File: src/rtl/wprot_pkg.sv
package wprot_pkg;

  localparam int unsigned DATA_W  = 32;
  localparam int unsigned KEY_LSB = 8;
  localparam int unsigned KEY_W   = DATA_W - KEY_LSB;

  typedef enum logic [1:0] {
    GRP_GEN = 2'd0,
    GRP_CRC = 2'd1,
    GRP_FLT = 2'd2
  } wp_group_e;

  // attribute entry: {marked, group}
  typedef struct packed {
    logic      marked;
    wp_group_e group;
  } wp_attr_t;

  localparam int unsigned ATTR_W = $bits(wp_attr_t);

  // control bits, bit 3 down to bit 0 of the register
  typedef struct packed {
    logic flt_en;
    logic crc_en;
    logic lock;
    logic gen_en;
  } wp_cfg_t;

  localparam int unsigned CFG_W = $bits(wp_cfg_t);

endpackage

File: src/rtl/wprot_rst_sync.sv
module wprot_rst_sync (
  input  logic clk,
  input  logic rst_n,
  output logic rst_sync_n
);

  logic [1:0] sync_q;

  always_ff @(posedge clk or negedge rst_n) begin
    if (!rst_n) sync_q <= 2'b00;
    else        sync_q <= {sync_q[0], 1'b1};
  end

  assign rst_sync_n = sync_q[1];

endmodule

File: src/rtl/wprot_attr_lookup.sv
module wprot_attr_lookup
  import wprot_pkg::*;
#(
  parameter int unsigned ADDR_W    = 8,
  parameter int unsigned NUM_GUARD = 4,
  parameter logic [NUM_GUARD*ADDR_W-1:0] GUARD_ADDRS = '0,
  parameter logic [NUM_GUARD*ATTR_W-1:0] GUARD_ATTRS = '0
) (
  input  logic [ADDR_W-1:0] addr,
  output wp_attr_t          attr
);

  logic [NUM_GUARD-1:0] hit;
  wp_attr_t             entry [NUM_GUARD];

  for (genvar g = 0; g < NUM_GUARD; g++) begin : g_entry
    assign hit[g]   = (addr == GUARD_ADDRS[g*ADDR_W +: ADDR_W]);
    assign entry[g] = wp_attr_t'(GUARD_ATTRS[g*ATTR_W +: ATTR_W]);
  end

  // lowest-index match wins; a miss means unmarked, general group
  always_comb begin
    attr = '{marked: 1'b0, group: GRP_GEN};
    for (int i = NUM_GUARD - 1; i >= 0; i--) begin
      if (hit[i]) attr = entry[i];
    end
  end

endmodule

File: src/rtl/wprot_cfg_reg.sv
module wprot_cfg_reg
  import wprot_pkg::*;
#(
  parameter logic [KEY_W-1:0] UNLOCK_KEY = 24'hA5C396
) (
  input  logic              clk,
  input  logic              rst_n,
  input  logic              wr_req,
  input  logic [DATA_W-1:0] wdata,
  output wp_cfg_t           cfg,
  output logic              wr_reject
);

  wp_cfg_t cfg_q, cfg_d;
  logic    key_ok;
  logic    cfg_ld;

  assign key_ok    = (wdata[DATA_W-1:KEY_LSB] == UNLOCK_KEY);
  assign wr_reject = wr_req && (!key_ok || cfg_q.lock);
  assign cfg_ld    = wr_req && !wr_reject;

  always_comb begin
    cfg_d        = cfg_q;
    cfg_d.gen_en = wdata[0];
    cfg_d.lock   = cfg_q.lock | wdata[1];
    cfg_d.crc_en = wdata[2];
    cfg_d.flt_en = wdata[3];
  end

  always_ff @(posedge clk or negedge rst_n) begin
    if (!rst_n)      cfg_q <= '0;
    else if (cfg_ld) cfg_q <= cfg_d;
  end

  assign cfg = cfg_q;

endmodule

File: src/rtl/wprot_decide.sv
module wprot_decide
  import wprot_pkg::*;
(
  input  logic     is_write,
  input  logic     is_ctrl,
  input  logic     dbg,
  input  wp_attr_t attr,
  input  wp_cfg_t  cfg,
  input  logic     ctrl_reject,
  output logic     deny
);

  logic grp_en;
  logic guard_deny;

  always_comb begin
    unique case (attr.group)
      GRP_CRC: grp_en = cfg.crc_en;
      GRP_FLT: grp_en = cfg.flt_en;
      default: grp_en = cfg.gen_en;
    endcase
  end

  assign guard_deny = is_write && attr.marked && !dbg && grp_en;
  assign deny       = is_ctrl ? ctrl_reject : guard_deny;

endmodule

File: src/rtl/wprot_ctrl.sv
module wprot_ctrl
  import wprot_pkg::*;
#(
  parameter int unsigned ADDR_W     = 8,
  parameter logic [ADDR_W-1:0] CTRL_ADDR  = 8'h70,
  parameter logic [KEY_W-1:0]  UNLOCK_KEY = 24'hA5C396,
  parameter int unsigned NUM_GUARD  = 4,
  parameter logic [NUM_GUARD*ADDR_W-1:0] GUARD_ADDRS = {8'h20, 8'h10, 8'h04, 8'h00},
  parameter logic [NUM_GUARD*ATTR_W-1:0] GUARD_ATTRS = {3'b110, 3'b101, 3'b000, 3'b100}
) (
  input  logic              clk,
  input  logic              rst_n,
  input  logic              req_valid,
  input  logic              req_write,
  input  logic              req_dbg,
  input  logic [ADDR_W-1:0] req_addr,
  input  logic [DATA_W-1:0] req_wdata,
  output logic              rsp_valid,
  output logic              rsp_err,
  output logic [DATA_W-1:0] rsp_rdata,
  output logic              fwd_we,
  output logic [ADDR_W-1:0] fwd_addr,
  output logic [DATA_W-1:0] fwd_wdata
);

  logic     rst_sync_n;
  logic     is_ctrl;
  logic     wr_any;
  logic     ctrl_wr;
  logic     ctrl_reject;
  logic     deny;
  wp_attr_t attr;
  wp_cfg_t  cfg;

  logic              rsp_valid_d, rsp_err_d, fwd_we_d;
  logic [DATA_W-1:0] rdata_d;
  logic              rsp_valid_q, rsp_err_q, fwd_we_q;
  logic [DATA_W-1:0] rdata_q;
  logic [ADDR_W-1:0] fwd_addr_q;
  logic [DATA_W-1:0] fwd_wdata_q;
  logic              fwd_ld;

  wprot_rst_sync u_rst (
    .clk        (clk),
    .rst_n      (rst_n),
    .rst_sync_n (rst_sync_n)
  );

  assign is_ctrl = (req_addr == CTRL_ADDR);
  assign wr_any  = req_valid && req_write;
  assign ctrl_wr = wr_any && is_ctrl;

  wprot_attr_lookup #(
    .ADDR_W      (ADDR_W),
    .NUM_GUARD   (NUM_GUARD),
    .GUARD_ADDRS (GUARD_ADDRS),
    .GUARD_ATTRS (GUARD_ATTRS)
  ) u_lookup (
    .addr (req_addr),
    .attr (attr)
  );

  wprot_cfg_reg #(
    .UNLOCK_KEY (UNLOCK_KEY)
  ) u_cfg (
    .clk       (clk),
    .rst_n     (rst_sync_n),
    .wr_req    (ctrl_wr),
    .wdata     (req_wdata),
    .cfg       (cfg),
    .wr_reject (ctrl_reject)
  );

  wprot_decide u_decide (
    .is_write    (wr_any),
    .is_ctrl     (is_ctrl),
    .dbg         (req_dbg),
    .attr        (attr),
    .cfg         (cfg),
    .ctrl_reject (ctrl_reject),
    .deny        (deny)
  );

  // next-state for the response stage
  always_comb begin
    rsp_valid_d = req_valid;
    rsp_err_d   = wr_any && deny;
    fwd_we_d    = wr_any && !is_ctrl && !deny;
    rdata_d     = '0;
    if (req_valid && !req_write && is_ctrl) begin
      rdata_d = {{(DATA_W-CFG_W){1'b0}}, cfg};
    end
  end

  assign fwd_ld = wr_any && !is_ctrl;

  always_ff @(posedge clk or negedge rst_sync_n) begin
    if (!rst_sync_n) begin
      rsp_valid_q <= 1'b0;
      rsp_err_q   <= 1'b0;
      fwd_we_q    <= 1'b0;
      rdata_q     <= '0;
    end else begin
      rsp_valid_q <= rsp_valid_d;
      rsp_err_q   <= rsp_err_d;
      fwd_we_q    <= fwd_we_d;
      rdata_q     <= rdata_d;
    end
  end

  always_ff @(posedge clk or negedge rst_sync_n) begin
    if (!rst_sync_n) begin
      fwd_addr_q  <= '0;
      fwd_wdata_q <= '0;
    end else if (fwd_ld) begin
      fwd_addr_q  <= req_addr;
      fwd_wdata_q <= req_wdata;
    end
  end

  assign rsp_valid = rsp_valid_q;
  assign rsp_err   = rsp_err_q;
  assign rsp_rdata = rdata_q;
  assign fwd_we    = fwd_we_q;
  assign fwd_addr  = fwd_addr_q;
  assign fwd_wdata = fwd_wdata_q;

endmodule

File: config.mk
export PLATFORM = sky130hd
export DESIGN_NAME = wprot_ctrl
export DESIGN_NICKNAME = d
export VERILOG_FILES = /design/src/rtl/wprot_pkg.sv /design/src/rtl/wprot_rst_sync.sv /design/src/rtl/wprot_attr_lookup.sv /design/src/rtl/wprot_cfg_reg.sv /design/src/rtl/wprot_decide.sv /design/src/rtl/wprot_ctrl.sv
export SDC_FILE = /design/constraint.sdc
export NUM_CORES = 1
export LEC_CHECK = 0
export BUFFER_PORTS_ARGS = -buffer_cell sky130_fd_sc_hd__clkbuf_2
export CAP_MARGIN = 20
export CELL_PAD_IN_SITES_DETAIL_PLACEMENT = 0
export CELL_PAD_IN_SITES_GLOBAL_PLACEMENT = 1
export CORE_AREA = 8 8 90 92
export DETAILED_ROUTE_END_ITERATION = 16
export DIE_AREA = 0 0 98 100
export PLACE_DENSITY_LB_ADDON = 0.2
export SYNTH_ARGS = -nofsm -noshare
export SYNTH_HDL_FRONTEND = slang
export SYNTH_SLANG_ARGS = --single-unit
File: constraint.sdc
create_clock -name clk -period 3 [get_ports clk]
set_input_delay 0.45 -clock clk [delete_from_list [all_inputs] [get_ports clk]]
set_output_delay 0.45 -clock clk [all_outputs]
set_load 0.01 [all_outputs]
==> Word-level counts from Yosys, hierarchy flattened <==
Cells that the tools add are included.
{ "word_totals": {"in_bits": 45, "output_inout_bits": 75, "regBits": 53} }
{ "op_classes": {"reduce_logical": 20, "bitwise": 1, "mux": 7, "eq_ne": 7} }
{ "op_table": {"columns": ["op", "count"], "rows": [
  ["== test 24 bit, second input constant", 1],
  ["logical AND 1 bit", 12],
  ["2-to-1 mux 3 bit", 4],
  ["== test 8 x 3 -> 1 bit, second input constant", 1],
  ["== test 8 x 5 -> 1 bit, second input constant", 1],
  ["== test 8 x 6 -> 1 bit, second input constant", 1],
  ["== test 8 x 7 -> 1 bit, second input constant", 1],
  ["zero test 8 bit", 1],
  ["zero test 1 bit", 6],
  ["2-to-1 mux 4 bit", 1],
  ["== test 2 x 1 -> 1 bit, second input constant", 1],
  ["== test 2 bit, second input constant", 1],
  ["one-hot mux 1 bit (2 select lines)", 1],
  ["logical OR 1 bit", 1],
  ["2-to-1 mux 1 bit", 1],
  ["bitwise OR 1 bit", 1]
]} }

==> Logic depth before layout (Yosys ltp) <==
Gate-level depths: netlist (run 1).
{ "depth": {"ltp_word": 11, "mapped_depth": 8, "mapped_depth_nobuf": 8} }

==> Hierarchy <==
From an unflattened synthesis (run 1), not the netlist that was laid out.
{ "hier_totals": {"hier_cells": 173, "area_unflattened_um2": 2610.0} }
{ "modules_own_cells": {"columns": ["mod", "cells_each", "area_per_inst_um2", "instances", "seq_area_each_um2"], "rows": [
  ["wprot_ctrl", 135, 2177.1, 1, 1176.1],
  ["wprot_cfg_reg", 21, 259.0, 1, 100.1],
  ["wprot_decide", 8, 68.8, 1, 0.0],
  ["wprot_rst_sync", 3, 53.8, 1, 50.0],
  ["wprot_attr_lookup", 6, 51.3, 1, 0.0]
]} }

==> Worst setup path after synthesis (run 1) <==
OpenSTA, ideal clock, no wires.
{ "synth_path": {"kind": "input to register", "start": "input req_addr[7]", "end": "register rsp_err_q (netlist: rsp_err)", "setup_slack_ps": 900, "arrival_time_ps": 1974, "path_buffers": 0, "cell_stages": 8, "setup_ps": 126, "t_required_ps": 2874, "cell_sequence": "nor4_2 -> nor3b_1 -> and3b_1 -> inv_1 -> ha_1 -> a221o_1 -> nand4_1 -> o41ai_1"} }
{ "synth_between": {"elab_chain_len": 10} }
{ "synth_rtl": {"columns": ["element", "line", "source"], "rows": [
  ["start, declared", "wprot_ctrl.sv:16", "input logic [ADDR_W-1:0] req_addr,"],
  ["== test 8 x 6 -> 1 bit", "wprot_attr_lookup.sv:17", "assign hit[g] = (addr == GUARD_ADDRS[g*ADDR_W +: ADDR_W]);"],
  ["2-to-1 mux 3 bit (4 in a row)", "wprot_attr_lookup.sv:25", "if (hit[i]) attr = entry[i];"],
  ["== test 2 bit (tied with other cells)", "wprot_decide.sv:17", "unique case (attr.group)"],
  ["one-hot mux 1 bit (2 select lines) / logical AND 1 bit (equally long branches)", "wprot_decide.sv:17, wprot_decide.sv:24", null],
  ["logical AND 1 bit", "wprot_decide.sv:24", "assign guard_deny = is_write && attr.marked && !dbg && grp_en;"],
  ["2-to-1 mux 1 bit (*)", "wprot_decide.sv:25", "assign deny = is_ctrl ? ctrl_reject : guard_deny;"],
  ["logical AND 1 bit (*)", "wprot_ctrl.sv:87", "rsp_err_d = wr_any && deny;"],
  ["net rsp_err_d", "wprot_ctrl.sv:35", "logic rsp_valid_d, rsp_err_d, fwd_we_d;"],
  ["end signal, assigned", "wprot_ctrl.sv:105", "rsp_err_q <= rsp_err_d;"],
  ["end, declared", "wprot_ctrl.sv:37", "logic rsp_valid_q, rsp_err_q, fwd_we_q;"]
]} }
Mark *: on every way through the listed nets, which the timed path passes. The rest lies on a longest branch.
A chain may end at the register's enable or synchronous reset.

==> Worst setup path after layout (run 1) <==
{ "layout_path": {"start": "input req_addr[7]", "end": "register fwd_we_q (netlist: fwd_we)"} }
{ "layout_between": {"elab_chain_len": 11} }
{ "layout_rtl": {"columns": ["element", "line", "source"], "rows": [
  ["== test 8 x 6 -> 1 bit", "wprot_attr_lookup.sv:17", null],
  ["2-to-1 mux 3 bit (4 in a row)", "wprot_attr_lookup.sv:25", null],
  ["== test 2 bit (tied with other cells)", "wprot_decide.sv:17", null],
  ["one-hot mux 1 bit (2 select lines) / logical AND 1 bit (equally long branches)", "wprot_decide.sv:17, wprot_decide.sv:24", null],
  ["logical AND 1 bit", "wprot_decide.sv:24", null],
  ["2-to-1 mux 1 bit", "wprot_decide.sv:25", null],
  ["zero test 1 bit", "wprot_ctrl.sv:88", "fwd_we_d = wr_any && !is_ctrl && !deny;"],
  ["logical AND 1 bit (*)", "wprot_ctrl.sv:88", null],
  ["net fwd_we_d", "wprot_ctrl.sv:35", null],
  ["end signal, assigned", "wprot_ctrl.sv:106", "fwd_we_q <= fwd_we_d;"],
  ["end, declared", "wprot_ctrl.sv:37", null]
]} }
Marks and branches as above.

==> results of run 1 <==
timing repair:
item	in CTS	in global routing
buffers inserted	0	0
hold endpoints to repair	2	0
hold buffers	1	0
worst paths after layout:
kind                            startpoint              end  slack (ps)  depth (start not counted)
min reg2reg                u_rst.sync_q[0]  u_rst.sync_q[1]         360                          0
min                              req_valid        rsp_valid         280                          1
max reg2reg                   u_cfg.cfg[1]     u_cfg.cfg[3]        1380                          4
max                            req_addr[7]           fwd_we         950                          9
max in group asynchronous  u_rst.sync_q[1]      fwd_addr[6]        1920                          1
min in group asynchronous  u_rst.sync_q[1]    fwd_wdata[27]         370                          0
where the power goes:
group          total [mW]  internal (mW)  switching, mW
registers           0.853          0.797         0.0562
clock network       0.418          0.187          0.230
logic               0.352          0.197          0.155
Yosys cell counts (all sizes together):
library cell,count
dfrtp,53
mux2,43
buf,32
and2,4
inv,4
nand4,3
nor4,3
nor4bb,3
a21oi,2
conb,2
ha,2
nand2,2
nand3b,2
nor2,2
a21o,1
a221o,1
and3,1
and3b,1
nand3,1
nand4bb,1
nor2b,1
nor3,1
nor3b,1
nor4b,1
o21bai,1
o41ai,1
cell type report:
| type | count | area (µm²) | share of cell area (%) |
|---|---|---|---|
| Clock buffer | 6 | 82.6 | 2.69 |
| Clock inverter | 2 | 13.8 | 0.449 |
| Inverter | 4 | 15.0 | 0.490 |
| Multi-Input combinational cell | 107 | 1030 | 33.5 |
| Sequential cell | 53 | 1330 | 43.3 |
| Tap cell | 80 | 100 | 3.27 |
| Timing Repair Buffer | 95 | 500 | 16.3 |
routing by layer:
layer	wire length (µm)	up-vias	track usage, %
met5	0	-	0
met4	116	0	4.92
met3	338	7	3.67
met2	2690	59	18.9
met1	2280	742	12.9
li1	-	723	-
registers in the layout, summed over array words and instances (netlist names):
signal        cells
fwd_wdata        32
u_rst.sync_q      2
rsp_valid         1
fwd_we            1
rsp_rdata         4
u_cfg.cfg         4
rsp_err           1
fwd_addr          8
metrics by stage:
step	power [mW]	instances	hold slack [ps]	cell area, µm²
floorplan	1.10	196	154	2620
global placement	1.22	338	238	2960
detailed placement	1.22	338	241	2960
CTS	1.65	347	269	3070
global route	1.72	347	269	3070
finish	1.62	347	281	3070
logic make-up after synthesis:
family,count (synthesis)
compound gates,6
simple gates,27
flops,53
mux,43
fa+ha+maj,2
other cells,2
buf+inv,36
==> metrics.yaml, run 1 <==
status: "completed"
grt_first_pass_wirelength_um: 8910
row_count: 30
wl_per_cell_um: 15.6
p_leak_nw: 1.69
syn_area_um2: 2520
synthAdderAreaFrac_pct: 0.993
netlist-cell-type-count: 31
dpl_worst_slack_ps: 604
drt_iter0_drc: 18
dr.pass1.iters: 4
gp_congestion: 0.749
crit_path_cell_trace: "clkbuf_2 -> nor4_2 -> nor3b_1 -> and3b_1 -> inv_1 -> ha_1 -> a221o_1 -> nand4_1 -> nor2b_1"
tns_ps: 0
coreArea_um2: 6640
cts_tree: "built"
min_path_type: "in2reg"
crit_required_ps: 3240
cap_violations: 0
cp-start-kind: "input pin"
worst_pin_slew_ps: 829
rsz0062_at_grt: "no"
crit_type: "in2reg"
area_delta_synth_final_pct: 21.6
fillCellCount: 651
layout_setup_ws_ps: 946
critPathTopFamily: "simple AND/OR/NAND/NOR gates"
remaining_drc_errors: 0
cts_buffer_depth: 2
ys_top_cells_by_area: "dfrtp_1 53%, mux2_4 23%, buf_4 8.3%"
final_antenna_net_count: 0
synth_top_area_cell: "dfrtp_1"
finalSetupViolCount: 0
synth_top_family_by_area: "multiplexers"
mostFrequentLayoutCells: "91 x clkbuf_2, 52 x dfrtp_1, 39 x mux2_4"
cts_resized: 0
layout_commonest_cell: "clkbuf_2"
ir_drop_mv: 0.188
ys_seq_elements: 53
maxSlewViolCount: 0
ys.warnings.count: 0
cts_max_level: 2
start_util_pct: 37.9
wirelength_um: 5420
synth.avg_cell_area_um2: 14.9
skew_ps: 9.67
synth-xor-area-share_pct: 0
fin_crit_ps: 2050
powerDensity_nw_per_um2: 529
gr-total-overflow: 0
clockRootBuffer: "clkbuf_8"
die_x_um: 98
cts_made_buffers: 5
grt_util_all_layers_pct: 11.3
slowest_stage: "nor4_2"
grt_max_degree: 39
synth_compound_area_share_pct: 2.18
drive_gt1_share_pct: 56.2
synthMuxAreaShare_pct: 25.0
portBuffers: 91
grt_pass1_vias: 1757
fmaxAchievable_mhz: 487
ys_seq_area_share_pct: 52.6
end_kind: "flop"
yosys.area_share.simple_pct: 8.19
maxSlewHeadroom_pct: 44.8
clk_pin_slew_ps: 100
vias_per_cell: 4.41
netlist_instances: 169
cpPeakStageDelay_ps: 390
yosysTopAreaCellShare_pct: 52.6
die-area_um2: 9800
final_nets: 313
antenna_cells: 0
arrival_ps: 2290
worstSkewPairLatency_ps: 300
clock_sinks: 53
final_util_pct: 46.1
dp_hpwl_um: 4360
fin_crit_sh_pct: 68.5
die_h_um: 100
worst-path-max-fanout: 3
vias: 1531
worst-path-buf-inv: 2
io_pins: 120
antenna_found_initial: 0
report.final.hold_viol_count: 0
Power figures use the tool's default switching activity.
==> inputs of run 2 (changes only) <==
--- a/config.mk
+++ b/config.mk
@@ -5,13 +5,14 @@
 export SDC_FILE = /design/constraint.sdc
 export NUM_CORES = 1
 export LEC_CHECK = 0
+export ABC_AREA = 1
 export BUFFER_PORTS_ARGS = -buffer_cell sky130_fd_sc_hd__clkbuf_2
 export CAP_MARGIN = 20
 export CELL_PAD_IN_SITES_DETAIL_PLACEMENT = 0
 export CELL_PAD_IN_SITES_GLOBAL_PLACEMENT = 1
-export CORE_AREA = 8 8 90 92
+export CORE_AREA = 8 8 99 101
 export DETAILED_ROUTE_END_ITERATION = 16
-export DIE_AREA = 0 0 98 100
+export DIE_AREA = 0 0 107 109
 export PLACE_DENSITY_LB_ADDON = 0.2
 export SYNTH_ARGS = -nofsm -noshare
 export SYNTH_HDL_FRONTEND = slang
==> constraint.sdc (replaced) <==
create_clock -name clk -period 2.2 [get_ports clk]
set_input_delay 0.33 -clock clk [delete_from_list [all_inputs] [get_ports clk]]
set_output_delay 0.33 -clock clk [all_outputs]
set_load 0.01 [all_outputs]
==> metrics.yaml, run 2 <==
tns_ps: 0  # unchanged
crit_required_ps: 2380  # -860 ps
grt_max_degree: 61  # +56%
area_delta_synth_final_pct: 19.4
synth_common_cells: "72 x nand2_1, 53 x dfrtp_1, 28 x buf_4, 28 x inv_1, 28 x nand3_1"
grt_first_pass_wirelength_um: 11200  # +26%
ys.flop_type: "dfrtp_1"
remaining_drc_errors: 0  # unchanged
maxSlewHeadroom_pct: 61.1  # +16 points
end_kind: "flop"
crit_path_cell_trace: "clkbuf_2 -> inv_1 -> nand2_1 -> nor2_4 -> nand2_1 -> nor3_1 -> inv_1 -> ha_1 -> a21oi_1 -> nand3b_1 -> nor3_1 -> nor2_1"
portBuffers: 91  # unchanged
mostFrequentLayoutCells: "91 x clkbuf_2, 72 x nand2_1, 52 x dfrtp_1"
wirelength_um: 6930  # +28%
netlist-cell-type-count: 22  # -29%
synth-edff-count: 0  # unchanged
clk_pin_slew_ps: 100  # about the same
fmaxAchievable_mhz: 556
wl_per_cell_um: 13.9  # -11%
netlist_instances: 298  # +76%
ys_seq_area_share_pct: 49.2  # -3.4 points
powerDensity_nw_per_um2: 700  # +32%
yosysTopAreaCellShare_pct: 49.2  # -3.4 points
dr.pass1.iters: 4  # unchanged
drt_iter0_drc: 97  # +79
crit_type: "in2reg"
layout_commonest_cell: "clkbuf_2"
synthArstFlopShare_pct: 100  # unchanged
rsz0062_at_grt: "no"
p_leak_nw: 1.77  # +4.8%
io_pins: 120  # unchanged
synth.avg_cell_area_um2: 9.04  # -39%
worstSkewPairLatency_ps: 300  # about the same
finalSetupViolCount: 0  # unchanged
syn_area_um2: 2700  # +6.9%
ir_drop_mv: 0.275  # +46%
drive_gt1_share_pct: 37.3  # -19 points
worst-path-max-fanout: 4  # +1
min_path_type: "in2reg"
clock_sinks: 53  # unchanged
fin_crit_sh_pct: 81.7
dp_hpwl_um: 5310  # +22%
dp.cells: 488  # +44%
vias_per_cell: 4.22  # -4.5%
gr-total-overflow: 0  # unchanged
final_nets: 435  # +39%
post_cts_buffers: 0  # unchanged
die-area_um2: 11700  # +19%
die_h_um: 109  # +9.0%
cap_violations: 0  # unchanged
largest_reg_flops: 32  # unchanged
antenna_found_initial: 0  # unchanged
vias: 2095  # +37%
whs_ps: 165  # -117 ps
cts_made_buffers: 5  # unchanged
cts_max_level: 2  # unchanged
cts_tree: "built"
skew_ps: 6.80  # -2.87 ps
final_antenna_net_count: 0  # unchanged
cp-start-kind: "input pin"
report.final.hold_viol_count: 0  # unchanged
cpPeakStageDelay_ps: 290  # -100 ps
arrival_ps: 1970  # -320 ps
grt_pass1_vias: 2253  # +28%
ys_top_cells_by_area: "dfrtp_1 49%, nand2_1 10%, buf_4 7.8%"
coreArea_um2: 8380  # +26%
stdcell_count: 497  # +43%
ys_seq_elements: 53  # unchanged
start_util_pct: 32.2  # -5.8 points
antenna_cells: 0  # unchanged
gp_congestion: 0.729  # -2.7%
fin_crit_ps: 1800
clockRootBuffer: "clkbuf_8"
synth_top_area_cell: "dfrtp_1"
status: "completed"
row_count: 34  # +13%
grt_util_all_layers_pct: 12.0  # +0.78 points
maxSlewViolCount: 0  # unchanged
slowest_stage: "ha_1"
cts_buffer_depth: 2  # unchanged
die_x_um: 107  # +9.2%
synthMostInstantiatedCell: "nand2_1"
worst_pin_slew_ps: 583  # -245 ps
ys.warnings.count: 0  # unchanged
## run 2: cell types whose count changed after synthesis, moves of 19 or more
cell     delta
inv_1      +24
mux2_4     -39
nand2_1    +70
nand2_2    +19
nand3_1    +27
nor2_1     +19
o21ai_2    +19
## run 2: layout make-up
class                      count  area [µm²]
clock inverter                 1        30.0
inverter                      28         105
tap                          108         135
fill                         944        5160
timing repair buffer          94         493
multi-input combinational    206        1040
clock buffer                   7        86.3
sequential                    53        1330
## run 2: per-stage QoR
| stage | setup WS, ps | instance area, µm² | utilization, % | power (mW) |
|---|---|---|---|---|
| 4_1_cts | 386 | 3220 | 38.4 | 2.30 |
| 3_5_place_dp | 62.2 | 3090 | 36.9 | 1.58 |
| 3_3_place_gp | 138 | 3090 | 36.9 | 1.58 |
| 6_report | 402 | 3220 | 38.4 | 2.25 |
| 2_1_floorplan | 393 | 2800 | - | 1.44 |
| 5_1_grt | 209 | 3220 | 38.4 | 2.39 |
## run 2: kinds of logic (layout without fill, tap and decap cells)
kind of cell / Yosys count / after routing / synth area share (%)
buffers and inverters: 66 / 130 / 15.9
flip-flops: 53 / 53 / 49.2
AO/OA/AOI/OAI: 22 / 22 / 6.73
adder cells (fa/ha/maj): 2 / 2 / 0.928
other: 2 / 29 / 0.279
AND/OR/NAND/NOR: 153 / 153 / 26.9
## run 2: layer usage
layer / vias up / share of wire (%) / global-route usage (%)
li1: 1045 / - / -
met1: 973 / 46 / 15.5
met2: 71 / 47 / 19.4
met3: 6 / 5.9 / 3.25
met4: 0 / 1.2 / 3.42
met5: - / 0 / 0
## run 2: where the power goes
group          internal (mW)  total, mW  switching [mW]  leakage [nW]
logic                  0.166      0.417           0.251          1.05
registers               1.07       1.14          0.0659         0.662
clock network          0.372      0.699           0.327        0.0585
total                   1.61       2.25           0.644          1.77
## run 2: worst paths after layout
path	start	end	slack (ps)	cells after the start
min in group asynchronous	u_rst.sync_q[1]	fwd_wdata[31]	270	0
max in group asynchronous	u_rst.sync_q[1]	fwd_wdata[13]	1380	1
setup reg to reg	u_cfg.cfg[1]	u_cfg.cfg[2]	930	7
hold reg to reg	u_rst.sync_q[1]	fwd_wdata[31]	270	0
hold / removal	req_valid	rsp_valid	160	1
setup / recovery	req_addr[2]	fwd_we	400	12
## run 2: critical path, delay by kind of cell
family / cells / cell delay, ps
simple gates: 7 / 980
fa+ha+maj: 1 / 290
compound gates: 1 / 140
buf+inv: 3 / 230
## run 2: timing repair
item | in CTS | in global routing
gates resized for setup | 0 | 0
endpoints found under the hold margin | 2 | 0
endpoints found under the setup margin | 0 | 0
hold buffers | 1 | 0
